## src/rtl/disp_clk_pkg.sv

```systemverilog
// Package: shared defaults for the display clock generator.
// Assumes: the divide ratio is a power of two, at least 2.
package disp_clk_pkg;
    localparam int unsigned POS_W_DEF = 9;    // refresh position width
    localparam int unsigned DIV_DEF   = 8;    // outside oscillator divide ratio
endpackage

```

## src/rtl/osc_src_mux.sv

```systemverilog
// osc_src_mux: picks the oscillator tick stream and decides whether the
// divider applies. Also drives the forwarded oscillator pin.
// Assumes: ticks are single-cycle strobes in the clk domain.
module osc_src_mux (
    input  logic use_ext,
    input  logic presc,
    input  logic master,
    input  logic ext_tick,
    input  logic int_tick,
    output logic src_tick,
    output logic div_active,
    output logic fwd_tick
);
    // Source choice, divider qualification and forwarding.
    always_comb begin
        src_tick   = use_ext ? ext_tick : int_tick;
        div_active = use_ext & presc;
        fwd_tick   = master & src_tick;
    end
endmodule

```

## src/rtl/presc_div.sv

```systemverilog
// presc_div: converts source ticks into display clock enables, either
// one-to-one or one per DIV ticks. Restarts the count whenever the
// divide condition changes, so no short period is produced.
// Assumes: DIV is a power of two >= 2.
module presc_div #(
    parameter int unsigned DIV = 8
) (
    input  logic clk,
    input  logic rst_n,
    input  logic tick,
    input  logic div_active,
    output logic en_out
);
    localparam int unsigned CW = (DIV > 1) ? $clog2(DIV) : 1;
    localparam logic [CW-1:0] LAST = CW'(DIV - 1);

    logic [CW-1:0] cnt_q;
    logic          mode_q;
    logic          mode_chg;

    assign mode_chg = div_active != mode_q;

    // Remember the divide condition of the previous cycle.
    always_ff @(posedge clk) begin
        if (!rst_n) mode_q <= 1'b0;
        else        mode_q <= div_active;
    end

    // Tick counter: restarts on mode change, idles in pass-through.
    always_ff @(posedge clk) begin
        if (!rst_n || mode_chg || !div_active) cnt_q <= '0;
        else if (tick)                         cnt_q <= cnt_q + 1'b1;
    end

    // Enable output: one pulse per tick, or per DIV ticks when dividing.
    always_ff @(posedge clk) begin
        if (!rst_n || mode_chg) en_out <= 1'b0;
        else if (div_active)    en_out <= tick && (cnt_q == LAST);
        else                    en_out <= tick;
    end
endmodule

```

## src/rtl/refresh_ctr.sv

```systemverilog
// refresh_ctr: position within the refresh cycle, advanced by the display
// clock enable, with a one-cycle pulse on wrap.
// Assumes: frame length is 2**POS_W so wrap is the natural overflow.
module refresh_ctr #(
    parameter int unsigned POS_W = 9
) (
    input  logic             clk,
    input  logic             rst_n,
    input  logic             step,
    output logic [POS_W-1:0] pos,
    output logic             wrap
);
    localparam logic [POS_W-1:0] POS_MAX = '1;

    // Position counter advanced by each display clock.
    always_ff @(posedge clk) begin
        if (!rst_n)    pos <= '0;
        else if (step) pos <= pos + 1'b1;
    end

    // Wrap pulse, aligned with the position returning to zero.
    always_ff @(posedge clk) begin
        if (!rst_n) wrap <= 1'b0;
        else        wrap <= step && (pos == POS_MAX);
    end
endmodule

```

## src/rtl/disp_clk_gen.sv

```systemverilog
// disp_clk_gen: top of the display refresh clock generator. Selects the
// oscillator, optionally divides the outside one, and tracks refresh position.
// Assumes: oscillator inputs are synchronous single-cycle strobes.
module disp_clk_gen
    import disp_clk_pkg::*;
#(
    parameter int unsigned POS_W = POS_W_DEF,
    parameter int unsigned DIV   = DIV_DEF
) (
    input  logic             clk,
    input  logic             rst_n,
    input  logic             ext_osc_tick,
    input  logic             int_osc_tick,
    input  logic             use_ext_osc,
    input  logic             presc_en,
    input  logic             is_master,
    output logic             osc_fwd_out,
    output logic             disp_clk_en,
    output logic [POS_W-1:0] refresh_pos,
    output logic             frame_end
);
    logic src_tick;
    logic div_active;

    osc_src_mux u_mux (
        .use_ext    (use_ext_osc),
        .presc      (presc_en),
        .master     (is_master),
        .ext_tick   (ext_osc_tick),
        .int_tick   (int_osc_tick),
        .src_tick   (src_tick),
        .div_active (div_active),
        .fwd_tick   (osc_fwd_out)
    );

    presc_div #(.DIV(DIV)) u_div (
        .clk        (clk),
        .rst_n      (rst_n),
        .tick       (src_tick),
        .div_active (div_active),
        .en_out     (disp_clk_en)
    );

    refresh_ctr #(.POS_W(POS_W)) u_ctr (
        .clk   (clk),
        .rst_n (rst_n),
        .step  (disp_clk_en),
        .pos   (refresh_pos),
        .wrap  (frame_end)
    );
endmodule

```

## config.mk

```make
export PLATFORM = sky130hd
export DESIGN_NAME = disp_clk_gen
export DESIGN_NICKNAME = d
export VERILOG_FILES = /design/src/rtl/disp_clk_pkg.sv /design/src/rtl/osc_src_mux.sv /design/src/rtl/presc_div.sv /design/src/rtl/refresh_ctr.sv /design/src/rtl/disp_clk_gen.sv
export SDC_FILE = /design/constraint.sdc
export NUM_CORES = 1
export LEC_CHECK = 0
export BUFFER_PORTS_ARGS = -buffer_cell sky130_fd_sc_hd__clkbuf_2
export CORE_AREA = 2 2 39 41
export CTS_CLUSTER_SIZE = 24
export DETAILED_ROUTE_END_ITERATION = 7
export DIE_AREA = 0 0 41 43
export GPL_TIMING_DRIVEN = 0
export PLACE_DENSITY = 0.75
export SKIP_CTS_REPAIR_TIMING = 1
export SYNTH_ARGS = -nofsm -noshare
export SYNTH_HDL_FRONTEND = slang
export SYNTH_SLANG_ARGS = --single-unit
```

## constraint.sdc

```tcl
create_clock -name clk -period 2.75 [get_ports clk]
set_clock_uncertainty 0.2 [all_clocks]
set_input_delay 0.275 -clock clk [delete_from_list [all_inputs] [get_ports clk]]
set_output_delay 0.275 -clock clk [all_outputs]
set_load 0.1 [all_outputs]
```

-- Word-level counts from Yosys, hierarchy flattened
Index checks and enable logic that the tools add are counted.
- bits in read-only memories: 0
- RAM bits: 0
- memories kept: 0
- logic and storage cells: 20
- register bits: 15
- output and inout port bits: 12
- bits in latches: 0
- bits of input ports: 7
- $add $sub $neg: 2
- $mul: 0
- multiplexer cells: 2
- eq/ne operators: 3
- shifts and indexed selects: 0
- reductions and logical operators: 6
- order comparisons: 0
- bitwise logic cells: 2
- div/mod/pow operators: 0
- operator list (cell ; count):
    9-bit by 1-bit adder with 9-bit output (second input constant) ; 1
    9-bit == test (second input constant) ; 1
    3-bit by 1-bit adder with 3-bit output (second input constant) ; 1
    3-bit == test (second input constant) ; 1
    1-bit bitwise AND ; 2
    1-bit logical AND ; 2
    1-bit zero test ; 2
    1-bit logical OR ; 2
    1-bit 2-to-1 mux ; 2
    1-bit != test ; 1

-- Logic depth before layout (Yosys ltp)
Gate-level depths: netlist of the first run.
- depth after elaboration: 4
- depth in mapped cells: 6

-- Modules after synthesis
Synthesis of the first run repeated with hierarchy kept, for this count alone.
- cell total of the unflattened synthesis: 68
- area total of the unflattened synthesis: 676.9 µm²
- by module, submodules not included (module ; area an instance (µm²) ; times used ; cells an instance):
    refresh_ctr ; 449.2 ; 1 ; 46
    presc_div ; 196.4 ; 1 ; 19
    osc_src_mux ; 31.3 ; 1 ; 3

-- Least setup slack after synthesis of the first run
Ideal clock, no wire load.
- path type: input -> output
- from: input port use_ext_osc
- to: output port osc_fwd_out
- arrival: 1.841 ns
- buffers on the path: 0
- setup slack: 0.434 ns
- cell stages on the path: 2
- cells stage by stage: mux2i_1 -> nor2b_1
- longest elaborated chain between the ends: 2
- RTL lines (element ; RTL line ; source):
    from (decl) ; disp_clk_gen.sv:14 ; input logic use_ext_osc,
    1-bit 2-to-1 mux ; osc_src_mux.sv:16 ; src_tick = use_ext ? ext_tick : int_tick;
    1-bit bitwise AND ; osc_src_mux.sv:18 ; fwd_tick = master & src_tick;
    to (decl) ; disp_clk_gen.sv:17 ; output logic osc_fwd_out,
Every way passes these cells.

-- Worst setup path after layout of the first run
Same ends and word-level chain as after synthesis.

==> flow_metrics.env, run 1 <==
export IMPL_ys_ff_latch=15
export IMPL_clockBufferDepth=2
export IMPL_yosysTopAreaCellShare=0.4724
export IMPL_diodes=0
export IMPL_p_sw_frac=0.2745
export IMPL_via_count=511
export IMPL_crit_start="use_ext_osc"
export IMPL_ios=19
export IMPL_dp_hpwl_um=790.9
export IMPL_ys_top_cells_by_count="dfxtp_1, nor2_1, mux2i_1, ha_1, xor2_1"
export IMPL_startpoint_type="input pin"
export IMPL_worst_pin_slew_ps=510.1
export IMPL_syn2layout_area_growth_pct=21.46
export IMPL_ys_seq_area_frac=0.4724
export IMPL_rsz0062_at_grt="no"
export IMPL_drc_errors=0
export IMPL_synthesis_area_um2=635.6
export IMPL_hp_class="input pin to flip-flop"
export IMPL_seqPwrFrac=0.560
export IMPL_final_util=0.5579
export IMPL_htree_levels=1
export IMPL_viasPerCell=4.961
export IMPL_critical_path_class="input pin to output pin"
export IMPL_finalSetupTns_ps=0
export IMPL_antenna_found_initial=0
export IMPL_drt_iter0_markers=2
export IMPL_max_slew_margin=0.6502
export IMPL_fin_crit_ps=1817
export IMPL_dp_cells=99
export IMPL_power_frac_clock=0.309
export IMPL_track_usage=0.1466
export IMPL_cts_sinks=15
export IMPL_finalSetupViolCount=0
export IMPL_fin_area_um2=772.0
export IMPL_hold_violations=0
export IMPL_fp_row_count=14
export IMPL_overflow=0
export IMPL_power_leakage_nw=0.3628
export IMPL_run_status="completed"
export IMPL_synthCells=65
export IMPL_internal_power_w=0.0002896
export IMPL_worstPathArrival_ps=1340
export IMPL_ant_nets=0
export IMPL_r2r_start="u_ctr.pos[0]"
export IMPL_worstHoldStart="presc_en"
export IMPL_clock_latency_ps=280
export IMPL_drt_pass1_iter_count=4
export IMPL_cts_tree="built"
export IMPL_netlist_top_cells_area="dfxtp_1, ha_1, mux2i_1"
export IMPL_clk_pin_slew_worst_paths_ps=80
export IMPL_power_w=0.0003992
export IMPL_endpoint_kind="output pin"
export IMPL_grt_pass1_wl_um=1704
export IMPL_nets=99
export IMPL_fmax_mhz=550.3
export IMPL_drive_above_1_share=0.2759
export IMPL_powerDensity_nw_per_um2=517.1
export IMPL_instances_no_fill=103
export IMPL_cts_root_buf="clkbuf_4"
export IMPL_die_y_um=43
export IMPL_drv_cap=0
export IMPL_ys_flop_type="dfxtp_1"
export IMPL_fillCellCount=142
export IMPL_slew_violations=0
export IMPL_cp_required_ps=2280
export IMPL_pwr_share_comb=0.131
export IMPL_synth_edf_count=0
export IMPL_start_util=0.4593
export IMPL_synth_top_area_cell="dfxtp_1"
export IMPL_async_flop_share=0
export IMPL_dieArea_um2=1763
export IMPL_gp_congestion=0.7495
export IMPL_grt_pass1_vias=439
export IMPL_cts_buffers=3
export IMPL_grt_max_degree=11
export IMPL_io_buffers=18
export IMPL_coreArea_um2=1384
export IMPL_die_x_um=41
export IMPL_ys_warn_count=0
export IMPL_crit_path_max_fanout=5
export IMPL_synth_nets=76
export IMPL_avgRoutedWirePerCell_um=10.20
export IMPL_wirelength_um=1051
export IMPL_synth_area_per_cell_um2=9.779
export IMPL_finalCritPeriodShare=0.6608
export IMPL_dpl_instance_area_um2=745.7
export IMPL_ir_drop_mv=0.3266
export IMPL_yosysUniqueCellTypes=23
export IMPL_yosysMostFrequentCell="dfxtp_1"
export IMPL_p_sw_w=0.0001096
-- metrics by stage --
| step | hold WS, ps | setup WS, ps |
|---|---|---|
| 2_1_floorplan | 233.6 | 433.7 |
| 3_3_place_gp | 280.3 | 917.3 |
| 3_5_place_dp | 294.1 | 921.1 |
| 4_1_cts | 52.04 | 921.1 |
| 5_1_grt | 71.22 | 857.9 |
| 6_report | 57.56 | 932.7 |
-- routing by layer --
layer	GRT usage	routed length [um]
met4	0.1200	42
met2	0.2094	465
met5	0	0
met1	0.1678	507
met3	0.04712	35
-- worst max-delay path, stage by stage --
cell and delay (ps):
clkbuf_2 120, mux2i_1 480, nor2b_1 90, clkbuf_2 380
-- registers in the layout (all words and copies together), names as in the netlist --
signal / count
u_div.cnt_q: 3
u_div.en_out: 1
u_div.mode_q: 1
u_ctr.pos: 9
u_ctr.wrap: 1
-- cells in the final DEF, fill, tap and decap left out, types with 2 or more instances in the layout --
master    Yosys  layout
a21oi_1       3       3
and3_1        2       2
clkbuf_2      0      18
clkbuf_4      0       3
dfxtp_1      15      15
ha_1          4       4
mux2i_1       5       5
nand2_1       2       2
nand3_1       3       3
nand4_1       3       3
nor2_1       10      10
o21ai_0       2       2
xor2_1        4       4
-- power by group through the flow --
stage | logic, W | registers (W) | clock network (W)
CTS | 0.0000528 | 0.000224 | 0.000129
floorplan | 0.0000220 | 0.000248 | 0
global route | 0.0000554 | 0.000224 | 0.000134
finish | 0.0000522 | 0.000224 | 0.000123
detailed placement | 0.0000528 | 0.000229 | 0
global placement | 0.0000524 | 0.000229 | 0
-- logic make-up after synthesis --
kind of cell / synth area share
DFF: 0.4724
xor gates and xnor gates: 0.06889
and+or+nand+nor: 0.2067
adders and majority gates: 0.07874
muxes: 0.07874
buffers and inverters: 0.01967
AOI/OAI and AO/OA: 0.07481
-- area by class of cell --
| cell class | count | area [um^2] | share of cell area |
|---|---|---|---|
| Inverter | 2 | 7.507 | 0.009724 |
| Tap cell | 16 | 20.02 | 0.02593 |
| Buffer | 1 | 5.005 | 0.006483 |
| Multi-Input combinational cell | 47 | 322.8 | 0.4182 |
| Clock buffer | 4 | 26.28 | 0.03404 |
| Sequential cell | 15 | 300.3 | 0.3890 |
| Timing Repair Buffer | 18 | 90.09 | 0.1167 |
-- final timing paths --
kind / slack (ps) / end / depth (start not counted)
worst max-delay path: 930 / osc_fwd_out / 4
worst min-delay path: 60 / u_div.en_out / 3
worst max register to register: 1200 / u_ctr.pos[6] / 4
worst min register to register: 300 / u_div.cnt_q[1] / 2
No activity file was read; power rests on OpenSTA's default activity.
==> run 2, diff against run 1 <==
- CORE_AREA: 2 2 39 41 -> default
- CORE_UTILIZATION: default -> 47
- DIE_AREA: 0 0 41 43 -> default
- PLACE_DENSITY: 0.75 -> 0.74
- clock period: 2.75 -> 1.9 ns (I/O delays scaled with it)
==> flow_metrics.env, run 2 (synthesis gave the netlist of run 1 again) <==
export IMPL_cts_sinks=15
export IMPL_run_status="complete, but fails checks"
export IMPL_ios=19
export IMPL_via_count=532
export IMPL_clock_latency_ps=290
export IMPL_avgRoutedWirePerCell_um=11.41
export IMPL_rsz0062_at_grt="no"
export IMPL_powerDensity_nw_per_um2=742.1
export IMPL_reg_top3="u_ctr.pos x9, u_div.cnt_q x3"
export IMPL_drv_cap=0
export IMPL_cp_required_ps=1510
export IMPL_drc_errors=0
export IMPL_io_buffers=18
export IMPL_wl_met2_um=520
export IMPL_drt_iter0_markers=2
export IMPL_clockBufferDepth=2
export IMPL_dieArea_um2=1504
export IMPL_worstPathCellList="clkbuf_2, mux2i_1, nor2b_2, clkbuf_2"
export IMPL_gp_congestion=0.6654
export IMPL_layout_common_cells="clkbuf_2, nor2_1, dfxtp_2"
export IMPL_die_y_um=38.78
export IMPL_viasPerCell=5.216
export IMPL_instances_no_fill=102
export IMPL_worst_pin_slew_ps=628.5
export IMPL_cts_tree="built"
export IMPL_r2r_setup_slack_ps=370
export IMPL_ant_nets=0
export IMPL_largest_register_ffs=9
export IMPL_reg2reg_depth=4
export IMPL_crit_path_max_fanout=5
export IMPL_fin_crit_ps=1724
export IMPL_finalCritPeriodShare=0.9076
export IMPL_cpPeakStageDelay_ps=560
export IMPL_syn2layout_area_growth_pct=24.61
export IMPL_start_util=0.5359
export IMPL_largest_register="u_ctr.pos"
export IMPL_grt_pass1_vias=441
export IMPL_violations="hold timing"
export IMPL_top_layer_used="met4"
export IMPL_drive_above_1_share=0.3750
export IMPL_grt_pass1_wl_um=1807
export IMPL_max_slew_margin=0.5690
export IMPL_power_leakage_nw=0.3719
export IMPL_cpMostUsedCell="clkbuf_2"
export IMPL_fmax_mhz=579.9
export IMPL_dp_cells=97
export IMPL_dp_hpwl_um=856.7
export IMPL_drt_pass1_iter_count=3
export IMPL_wirelength_um=1164
export IMPL_cts_buffers=3
export IMPL_grt_max_degree=11
export IMPL_clk_pin_slew_worst_paths_ps=90
export IMPL_hold_violations=1
export IMPL_critPathSlowestCell="mux2i_1"
export IMPL_hold_path_depth=3
export IMPL_wl_met1_um=562
export IMPL_worstPathArrival_ps=1330
export IMPL_track_usage=0.1865
export IMPL_final_common_cell="clkbuf_2"
export IMPL_coreArea_um2=1186
export IMPL_slew_violations=0
export IMPL_nets=100
export IMPL_finalSetupViolCount=0
export IMPL_critical_path_class="input pin to output pin"
export IMPL_startpoint_type="input pin"
export IMPL_ir_drop_mv=0.4558
export IMPL_wl_met3_um=53
export IMPL_antenna_found_initial=0
export IMPL_finalSetupTns_ps=0
export IMPL_overflow=0
export IMPL_cts_root_buf="clkbuf_4"
export IMPL_die_x_um=38.78
export IMPL_holdWs_ps=-45.17
export IMPL_hp_class="input pin to flip-flop"
export IMPL_htree_levels=1
export IMPL_diodes=0
export IMPL_fp_row_count=12
export IMPL_endpoint_kind="output pin"
run 2: changes by cell type in the layout (fill, tap and decap cells not counted), sizes merged:
cell / change
dlygate4sd3: +1
run 2: routing by layer:
layer,up-vias,GRT usage
met5,-,0
met4,0,0.1034
met3,5,0.08671
met2,13,0.2792
met1,237,0.2163
li1,277,-
run 2: final timing paths:
path           startpoint      endpoint
max           use_ext_osc   osc_fwd_out
min              presc_en  u_div.en_out
max reg2reg  u_ctr.pos[0]  u_ctr.pos[6]
min reg2reg  u_ctr.pos[7]  u_ctr.pos[7]
run 2: metrics by stage:
stage / setup slack [ps] / hold WS [ps] / util / power (W) / cell area [um^2]
final: 175.6 / -45.17 / 0.6677 / 0.0005877 / 792.0
after global routing: 89.62 / 0.7910 / 0.6677 / 0.0006127 / 792.0
after CTS: 180.1 / -46.59 / 0.6593 / 0.0005916 / 782.0
after detailed placement: 182.0 / 266.2 / 0.6371 / 0.0004100 / 755.7
after global placement: 208.7 / 256.7 / 0.6371 / 0.0004089 / 755.7
after floorplan: -25.21 / 141.0 / - / 0.0003926 / 648.1
run 2: worst max-delay path, delay by kind of cell:
| family | cells | cell delay [ps] |
|---|---|---|
| buf+inv | 2 | 510 |
| mux | 1 | 560 |
| simple gates | 1 | 80 |
run 2: area by class of cell:
type	count	area, um^2
buffer	1	5.005
clock buffer	4	26.28
fill	94	394.1
inverter	2	7.507
multi-input combinational	47	325.3
sequential	15	310.3
tap	14	17.52
timing repair buffer	19	100.1
run 2: where the power goes:
part           leakage (nW)  total [W]  internal (W)  switching, W
sequential            0.125   0.000325      0.000320    0.00000519
clock                0.0150   0.000183     0.0000817      0.000102
combinational         0.232  0.0000794     0.0000205     0.0000589
total                 0.372   0.000588      0.000422      0.000166
